<file path="config.mk">
export PLATFORM = sky130hd
export DESIGN_NAME = flash_status_gen
export DESIGN_NICKNAME = d
export VERILOG_FILES = /design/src/rtl/flash_status_pkg.sv /design/src/rtl/fsg_seq.sv /design/src/rtl/fsg_toggle.sv /design/src/rtl/fsg_mux.sv /design/src/rtl/flash_status_gen.sv
export SDC_FILE = /design/constraint.sdc
export NUM_CORES = 1
export LEC_CHECK = 0
export ABC_AREA = 1
export BUFFER_PORTS_ARGS = -buffer_cell sky130_fd_sc_hd__clkbuf_2
export CORE_MARGIN = 10
export CORE_UTILIZATION = 50
export DETAILED_ROUTE_END_ITERATION = 6
export PLACE_DENSITY = 0.77
export SETUP_SLACK_MARGIN = 0.1
export SLEW_MARGIN = 20
export SYNTH_ARGS = -nofsm -noshare
export SYNTH_HDL_FRONTEND = slang
export SYNTH_HIERARCHICAL = 1
export SYNTH_SLANG_ARGS = --single-unit
</file>
<file path="constraint.sdc">
create_clock -name clk -period 2 [get_ports clk]
set_input_delay 0.2 -clock clk [delete_from_list [all_inputs] [get_ports clk]]
set_output_delay 0.2 -clock clk [all_outputs]
set_load 0.1 [all_outputs]
</file>
<file path="src/rtl/flash_status_pkg.sv">
// Shared types for the flash write-status generator.
// Assumes: command codes are fixed by the host protocol.
package flash_status_pkg;

    typedef enum logic [2:0] {
        CMD_NONE   = 3'd0,
        CMD_PROG   = 3'd1,
        CMD_SERASE = 3'd2,
        CMD_SUSP   = 3'd3,
        CMD_RESUME = 3'd4,
        CMD_RESET  = 3'd5
    } cmd_e;

    typedef enum logic [2:0] {
        ST_READ      = 3'd0,
        ST_PROG      = 3'd1,
        ST_ERASE     = 3'd2,
        ST_SUSP_RD   = 3'd3,
        ST_SUSP_PROG = 3'd4
    } mode_e;

    localparam int POS_POLL  = 7;
    localparam int POS_TOG   = 6;
    localparam int POS_FAIL  = 5;
    localparam int POS_WIN   = 3;
    localparam int POS_STOG  = 2;

endpackage

</file>
<file path="src/rtl/fsg_seq.sv">
// Job sequencer: holds the operation mode, the erase-selected sector set,
// the acceptance-window flag, the failure flag and the busy counters.
// Assumes: every cycle parameter is at least 1; one command per cycle.
module fsg_seq
    import flash_status_pkg::*;
#(
    parameter int NSEC       = 8,
    parameter int PROG_CYC   = 8,
    parameter int PPROG_CYC  = 3,
    parameter int ACC_CYC    = 6,
    parameter int ERASE_CYC  = 20,
    parameter int PERASE_CYC = 10,
    localparam int SW        = $clog2(NSEC)
) (
    input  logic            clk,
    input  logic            rst_n,
    input  logic            cmd_valid,
    input  logic [2:0]      cmd_code,
    input  logic [SW-1:0]   cmd_sector,
    input  logic            prog_bit,
    input  logic [NSEC-1:0] prot_mask,
    input  logic            timeout_hit,
    output mode_e           mode,
    output logic [NSEC-1:0] sel_mask,
    output logic            acc_done,
    output logic            fail,
    output logic            pbit_q
);

    localparam int PMAX = (PROG_CYC > PPROG_CYC) ? PROG_CYC : PPROG_CYC;
    localparam int EMX1 = (ERASE_CYC > PERASE_CYC) ? ERASE_CYC : PERASE_CYC;
    localparam int EMAX = (EMX1 > ACC_CYC) ? EMX1 : ACC_CYC;
    localparam int CMAX = (PMAX > EMAX) ? PMAX : EMAX;
    localparam int CW   = $clog2(CMAX + 1);

    logic [CW-1:0]   pcnt;
    logic [CW-1:0]   ecnt;
    logic [NSEC-1:0] sec_bit;
    cmd_e            cmd;
    logic            is_prog, is_erase, is_susp, is_resume, is_reset;

    // Decode the command strobe into one flag per command.
    always_comb begin
        cmd       = cmd_e'(cmd_code);
        sec_bit   = NSEC'(1) << cmd_sector;
        is_prog   = cmd_valid && (cmd == CMD_PROG);
        is_erase  = cmd_valid && (cmd == CMD_SERASE);
        is_susp   = cmd_valid && (cmd == CMD_SUSP);
        is_resume = cmd_valid && (cmd == CMD_RESUME);
        is_reset  = cmd_valid && (cmd == CMD_RESET);
    end

    // Advance the mode, counters and flags one step per clock.
    always_ff @(posedge clk) begin
        if (!rst_n) begin
            mode     <= ST_READ;
            sel_mask <= '0;
            acc_done <= 1'b0;
            fail     <= 1'b0;
            pbit_q   <= 1'b0;
            pcnt     <= '0;
            ecnt     <= '0;
        end else begin
            unique case (mode)
                ST_READ: begin
                    if (is_prog) begin
                        mode   <= ST_PROG;
                        pbit_q <= prog_bit;
                        pcnt   <= prot_mask[cmd_sector] ? CW'(PPROG_CYC - 1) : CW'(PROG_CYC - 1);
                    end else if (is_erase) begin
                        mode     <= ST_ERASE;
                        sel_mask <= sec_bit;
                        acc_done <= 1'b0;
                        ecnt     <= CW'(ACC_CYC - 1);
                    end
                end
                ST_PROG, ST_SUSP_PROG: begin
                    if (fail) begin
                        if (is_reset) begin
                            fail <= 1'b0;
                            mode <= (mode == ST_SUSP_PROG) ? ST_SUSP_RD : ST_READ;
                        end
                    end else if (timeout_hit) begin
                        fail <= 1'b1;
                    end else if (pcnt == '0) begin
                        mode <= (mode == ST_SUSP_PROG) ? ST_SUSP_RD : ST_READ;
                    end else begin
                        pcnt <= pcnt - CW'(1);
                    end
                end
                ST_ERASE: begin
                    if (fail) begin
                        if (is_reset) begin
                            fail     <= 1'b0;
                            mode     <= ST_READ;
                            sel_mask <= '0;
                            acc_done <= 1'b0;
                        end
                    end else if (timeout_hit) begin
                        fail <= 1'b1;
                    end else if (!acc_done) begin
                        if (is_erase) begin
                            sel_mask <= sel_mask | sec_bit;
                            ecnt     <= CW'(ACC_CYC - 1);
                        end else if (ecnt == '0) begin
                            acc_done <= 1'b1;
                            ecnt     <= ((sel_mask & ~prot_mask) == '0) ?
                                        CW'(PERASE_CYC - 1) : CW'(ERASE_CYC - 1);
                        end else begin
                            ecnt <= ecnt - CW'(1);
                        end
                    end else begin
                        if (is_susp) begin
                            mode <= ST_SUSP_RD;
                        end else if (ecnt == '0) begin
                            mode     <= ST_READ;
                            sel_mask <= '0;
                            acc_done <= 1'b0;
                        end else begin
                            ecnt <= ecnt - CW'(1);
                        end
                    end
                end
                ST_SUSP_RD: begin
                    if (is_prog) begin
                        mode   <= ST_SUSP_PROG;
                        pbit_q <= prog_bit;
                        pcnt   <= prot_mask[cmd_sector] ? CW'(PPROG_CYC - 1) : CW'(PROG_CYC - 1);
                    end else if (is_resume) begin
                        mode <= ST_ERASE;
                    end
                end
                default: mode <= ST_READ;
            endcase
        end
    end


    fail_hold_chk: assert property (@(posedge clk) disable iff (!rst_n)
        (fail && !is_reset) |=> ($stable(pcnt) && $stable(ecnt) && fail));


    fail_busy_chk: assert property (@(posedge clk) disable iff (!rst_n)
        fail |-> (mode != ST_READ && mode != ST_SUSP_RD));


    sel_lock_chk: assert property (@(posedge clk) disable iff (!rst_n)
        (mode == ST_ERASE && acc_done) |=> (sel_mask == $past(sel_mask) || mode == ST_READ));

endmodule

</file>
<file path="src/rtl/fsg_toggle.sv">
// Toggle-bit generator: detects rising edges of the read strobe and flips
// the global toggle bit (any address, job running) and the sector toggle
// bit (selected sector, erase active or suspended).
// Assumes: rd_strobe is synchronous to clk.
module fsg_toggle
    import flash_status_pkg::*;
(
    input  logic  clk,
    input  logic  rst_n,
    input  logic  rd_strobe,
    input  mode_e mode,
    input  logic  rd_in_sel,
    output logic  tog_all,
    output logic  tog_sec
);

    logic rd_q;
    logic rise;
    logic job_run;
    logic sec_mode;

    // Qualify a strobe edge and the modes in which each bit may move.
    always_comb begin
        rise     = rd_strobe && !rd_q;
        job_run  = (mode == ST_PROG) || (mode == ST_ERASE) || (mode == ST_SUSP_PROG);
        sec_mode = (mode == ST_ERASE) || (mode == ST_SUSP_RD);
    end

    // Register the strobe and flip the toggle bits on qualified edges.
    always_ff @(posedge clk) begin
        if (!rst_n) begin
            rd_q    <= 1'b0;
            tog_all <= 1'b0;
            tog_sec <= 1'b0;
        end else begin
            rd_q <= rd_strobe;
            if (rise && job_run) begin
                tog_all <= !tog_all;
            end
            if (rise && sec_mode && rd_in_sel) begin
                tog_sec <= !tog_sec;
            end
        end
    end


    no_strobe_chk: assert property (@(posedge clk) disable iff (!rst_n)
        !rd_strobe |=> ($stable(tog_all) && $stable(tog_sec)));


    susp_steady_chk: assert property (@(posedge clk) disable iff (!rst_n)
        (mode == ST_SUSP_RD) |=> $stable(tog_all));

endmodule

</file>
<file path="src/rtl/fsg_mux.sv">
// Output selector: builds the status byte from mode and flags and picks
// between it and array data; drives the ready/busy line.
// Assumes: DW is at least 8 so the status bit positions exist.
module fsg_mux
    import flash_status_pkg::*;
#(
    parameter int DW = 8
) (
    input  mode_e         mode,
    input  logic          acc_done,
    input  logic          fail,
    input  logic          pbit_q,
    input  logic          tog_all,
    input  logic          tog_sec,
    input  logic          rd_in_sel,
    input  logic [DW-1:0] array_dq,
    output logic [DW-1:0] dq_out,
    output logic          ry_by_n
);

    logic [DW-1:0] stat;
    logic          use_array;

    // Compose the status byte for the current mode.
    always_comb begin
        stat = '0;
        unique case (mode)
            ST_PROG, ST_SUSP_PROG: begin
                stat[POS_POLL] = !pbit_q;
                stat[POS_TOG]  = tog_all;
                stat[POS_FAIL] = fail;
                stat[POS_STOG] = tog_sec;
            end
            ST_ERASE: begin
                stat[POS_POLL] = 1'b0;
                stat[POS_TOG]  = tog_all;
                stat[POS_FAIL] = fail;
                stat[POS_WIN]  = acc_done;
                stat[POS_STOG] = tog_sec;
            end
            ST_SUSP_RD: begin
                stat[POS_POLL] = 1'b1;
                stat[POS_TOG]  = tog_all;
                stat[POS_WIN]  = 1'b1;
                stat[POS_STOG] = tog_sec;
            end
            default: stat = '0;
        endcase
    end

    // Choose array data or status and derive ready/busy.
    always_comb begin
        use_array = (mode == ST_READ) || ((mode == ST_SUSP_RD) && !rd_in_sel);
        dq_out    = use_array ? array_dq : stat;
        ry_by_n   = (mode == ST_READ) || (mode == ST_SUSP_RD);
    end

endmodule

</file>
<file path="src/rtl/flash_status_gen.sv">
// Top of the flash write-status generator: sequencer, toggle logic and
// output selector.
// Assumes: NSEC is a power of two; all inputs synchronous to clk.
module flash_status_gen
    import flash_status_pkg::*;
#(
    parameter int NSEC       = 8,
    parameter int DW         = 8,
    parameter int PROG_CYC   = 8,
    parameter int PPROG_CYC  = 3,
    parameter int ACC_CYC    = 6,
    parameter int ERASE_CYC  = 20,
    parameter int PERASE_CYC = 10,
    localparam int SW        = $clog2(NSEC)
) (
    input  logic            clk,
    input  logic            rst_n,
    input  logic            cmd_valid,
    input  logic [2:0]      cmd_code,
    input  logic [SW-1:0]   cmd_sector,
    input  logic            prog_bit,
    input  logic [NSEC-1:0] prot_mask,
    input  logic            timeout_hit,
    input  logic            rd_strobe,
    input  logic [SW-1:0]   rd_sector,
    input  logic [DW-1:0]   array_dq,
    output logic [DW-1:0]   dq_out,
    output logic            ry_by_n
);

    mode_e           mode;
    logic [NSEC-1:0] sel_mask;
    logic            acc_done;
    logic            fail;
    logic            pbit_q;
    logic            tog_all;
    logic            tog_sec;
    logic            rd_in_sel;

    // Membership of the read sector in the erase-selected set.
    assign rd_in_sel = sel_mask[rd_sector];

    fsg_seq #(
        .NSEC(NSEC), .PROG_CYC(PROG_CYC), .PPROG_CYC(PPROG_CYC),
        .ACC_CYC(ACC_CYC), .ERASE_CYC(ERASE_CYC), .PERASE_CYC(PERASE_CYC)
    ) u_seq (
        .clk(clk), .rst_n(rst_n), .cmd_valid(cmd_valid), .cmd_code(cmd_code),
        .cmd_sector(cmd_sector), .prog_bit(prog_bit), .prot_mask(prot_mask),
        .timeout_hit(timeout_hit), .mode(mode), .sel_mask(sel_mask),
        .acc_done(acc_done), .fail(fail), .pbit_q(pbit_q)
    );

    fsg_toggle u_tog (
        .clk(clk), .rst_n(rst_n), .rd_strobe(rd_strobe), .mode(mode),
        .rd_in_sel(rd_in_sel), .tog_all(tog_all), .tog_sec(tog_sec)
    );

    fsg_mux #(.DW(DW)) u_mux (
        .mode(mode), .acc_done(acc_done), .fail(fail), .pbit_q(pbit_q),
        .tog_all(tog_all), .tog_sec(tog_sec), .rd_in_sel(rd_in_sel),
        .array_dq(array_dq), .dq_out(dq_out), .ry_by_n(ry_by_n)
    );


    fail_out_chk: assert property (@(posedge clk) disable iff (!rst_n)
        fail |-> (!ry_by_n && dq_out[POS_FAIL]));


    spare_bits_chk: assert property (@(posedge clk) disable iff (!rst_n)
        !ry_by_n |-> (dq_out[4] == 1'b0 && dq_out[1:0] == 2'b00));

endmodule

</file>
==> impl_metrics.toml <==
[grt]
antenna_found_initial = 0
grt_first_pass_wirelength_um = 9930
grt_overflow = 0
grt_max_degree = 16
track_usage_pct = 15.3
grt_pass1_vias = 2207

[synth]
syn_avg_cell_area_um2 = 5.62
syn_inst = 416
synth_cell_types = 33
seq_area_frac_synth_pct = 23.1
yosys_warnings = 6
synth_area_um2 = 2340
synth_area_leader_cell = "dfxtp_1"
ys_top_cells_by_count = "133 x nand2_1, 72 x inv_1, 61 x nor2_1"
async_reset_ff_share_pct = 0
dominantRegCellSynth = "dfxtp_1"
synth_fp_nets = 449
yosysMostFrequentCell = "nand2_1"
yosys-top-cells-area = "dfxtp_1 23%, nand2_1 21%, inv_1 12%"
synth-edff-count = 0
ys_seq_elements = 27
synth_top_area_share_pct = 23.1

[hold_path]
hp-start = "rd_strobe"
whs_endpoint = "u_tog/rd_q"
min_path_type = "in -> reg"
hold_depth = 3

[placement]
place.gp.congestion = 0.873
port_buffers = 39
pre_cts_ws_ps = 249
dp_hpwl_um = 4810

[critical_path]
worstPathRequired_ps = 1800
cp-end-kind = "output port"
critPathArrivalTime_ps = 1720
r2r_cells = 10
r2r-start = "u_seq/ecnt[0]"
worstSetupPathType = "reg -> out"
crit_path_max_fanout = 4
reg2reg_slack_ps = 300
r2r_end = "u_seq/sel_mask[4]"
worstSetupStartpointType = "flop"

[power_and_ir_drop]
power_frac_comb_pct = 73.5
power_frac_clock_pct = 6.6
p_seq_share_pct = 19.9
totalPowerFinal_w = 0.00469
worst_ir_drop_vdd_v = 0.000804
switching_share_pct = 55.4
power.density_nw_per_um2 = 1590
leakage_nw = 1.55
switchingPower_w = 0.00260
p_int_w = 0.00209

[routing]
wl_um = 6300
dr.pass1.iters = 5
vias = 2640
drc_errors = 0
drt-initial-drc-count = 209
drt-vias-per-instance = 5.08
wire_per_inst_um = 12.1
postRouteAntennaNets = 0

[sta]
timing.slew.headroom_pct = 58.2
slew_viol_final = 0
fmax_mhz = 520
fin_skew_ps = 7.67
rsz0062_at_grt = "yes"
fin_ws_ps = 76.3
period_share_pct = 96.2
post-route-min-period_ps = 1920
hold_violations = 0
worstMarginPinSlew_ps = 620
setup_viol = 0

[clock_tree]
cts_hold_buf = 0
cts_root_buffer = "clkbuf_8"
clk_pin_slew_ps = 90
cts_max_level = 1
clock-sinks = 27
clock_latency_ps = 280
cts_tree = "yes"
cts_buffers = 3
clock_path_buffers = 2

[floorplan]
die_w_um = 88.4
die_y_um = 88.4
floorplan.initialDensity_pct = 52.6
rows = 24
io_pins = 40
core_area_um2 = 4440
dieArea_um2 = 7820

[layout]
post-route-util_pct = 66.6
fillers = 408
multi_input_area_um2 = 1560
drive_above_1_share_pct = 25.0
area_growth_pct = 26.4
layout.nets = 502
regArea_um2 = 572
antenna_cells = 0

[run_status]
status = "finished clean"

[run]
maxCapViolCount = 0
-- power groups by stage --
stage | combinational (W) | clock (W) | sequential (W)
after floorplan | 0.00242 | 0 | 0.000859
after global placement | 0.00309 | 0 | 0.000917
after detailed placement | 0.00313 | 0 | 0.000926
after CTS | 0.00316 | 0.000323 | 0.000933
after global routing | 0.00378 | 0.000343 | 0.000955
final | 0.00345 | 0.000309 | 0.000931
-- critical path, cell delays in order (launching register included) --
cell and delay, ps:
dfxtp_2 360, inv_1 50, nand2_1 50, nand3_1 70
nand2_1 60, nand2_1 60, nand2_2 120, o21ai_4 90
buf_6 130, buf_6 110, o21ai_4 160, buf_12 190
-- cell families after synthesis --
| family | Yosys count | share of synthesized area (%) |
|---|---|---|
| XOR/XNOR | 3 | 1.12 |
| AND/OR/NAND/NOR | 270 | 52.0 |
| buffers and inverters | 79 | 13.7 |
| adder cells (fa/ha/maj) | 2 | 1.07 |
| flip-flops | 27 | 23.1 |
| AO/OA/AOI/OAI | 35 | 8.98 |
-- placed cells by master, fill, tap and decap left out, types with 9 or more instances in the layout --
| cell | n |
|---|---|
| inv_1 | 66 |
| nor2_1 | 58 |
| buf_4 | 9 |
| nand3_1 | 41 |
| clkbuf_2 | 31 |
| buf_12 | 9 |
| nand2_1 | 126 |
| a21oi_1 | 16 |
| nand2_2 | 15 |
| dfxtp_1 | 16 |
-- registers in the layout (all words and copies together) (netlist names) --
name	cells
u_tog/rd_q	1
u_seq/mode	3
u_seq/pcnt	5
u_seq/ecnt	5
u_seq/fail	1
u_tog/tog_sec	1
u_seq/acc_done	1
u_seq/sel_mask	8
u_tog/tog_all	1
u_seq/pbit_q	1
-- metal layers --
layer  share of wire (%)  track usage, %  vias up
li1                    -               -     1391
met1                  47            20.3     1170
met2                  45            24.8       74
met3                 7.6            3.86        5
met4                0.48            2.20        0
met5                   0               0        -
-- stage by stage --
step | hold WS [ps] | instance area [µm²] | TNS [ps] | std cells
CTS | 130 | 2830 | 0 | 510
finish | 138 | 2960 | 0 | 520
detailed placement | 416 | 2750 | 0 | 506
global route | 148 | 2960 | -38.6 | 520
floorplan | 293 | 2390 | 0 | 416
global placement | 413 | 2750 | 0 | 506
-- how the worst max path moves through the flow --
| stage | start | to | depth (start not counted) |
|---|---|---|---|
| 2_1_floorplan | u_seq/mode[2] | dq_out[3] | 4 |
| 3_3_place_gp | u_seq/sel_mask[1] | dq_out[2] | 11 |
| 3_5_place_dp | u_seq/sel_mask[4] | dq_out[6] | 11 |
| 4_1_cts | u_seq/sel_mask[4] | dq_out[6] | 11 |
| 5_1_grt | u_seq/sel_mask[6] | dq_out[6] | 11 |
| 6_report | u_seq/sel_mask[3] | dq_out[3] | 11 |
-- area by class of cell --
cell class | instances | area share, %
Clock buffer | 3 | 1.40
Sequential cell | 27 | 19.3
Clock inverter | 1 | 0.169
Tap cell | 52 | 2.20
Inverter | 76 | 9.90
Multi-Input combinational cell | 310 | 52.6
Timing Repair Buffer | 51 | 14.4
-- what timing repair did --
action / 4_1_cts / 5_1_grt
setup endpoints to repair: 6 / 6
gates resized for setup: 14 / 18
setup buffers: 0 / 10
pin swaps: 1 / 11
Power figures use the tool's default switching activity.
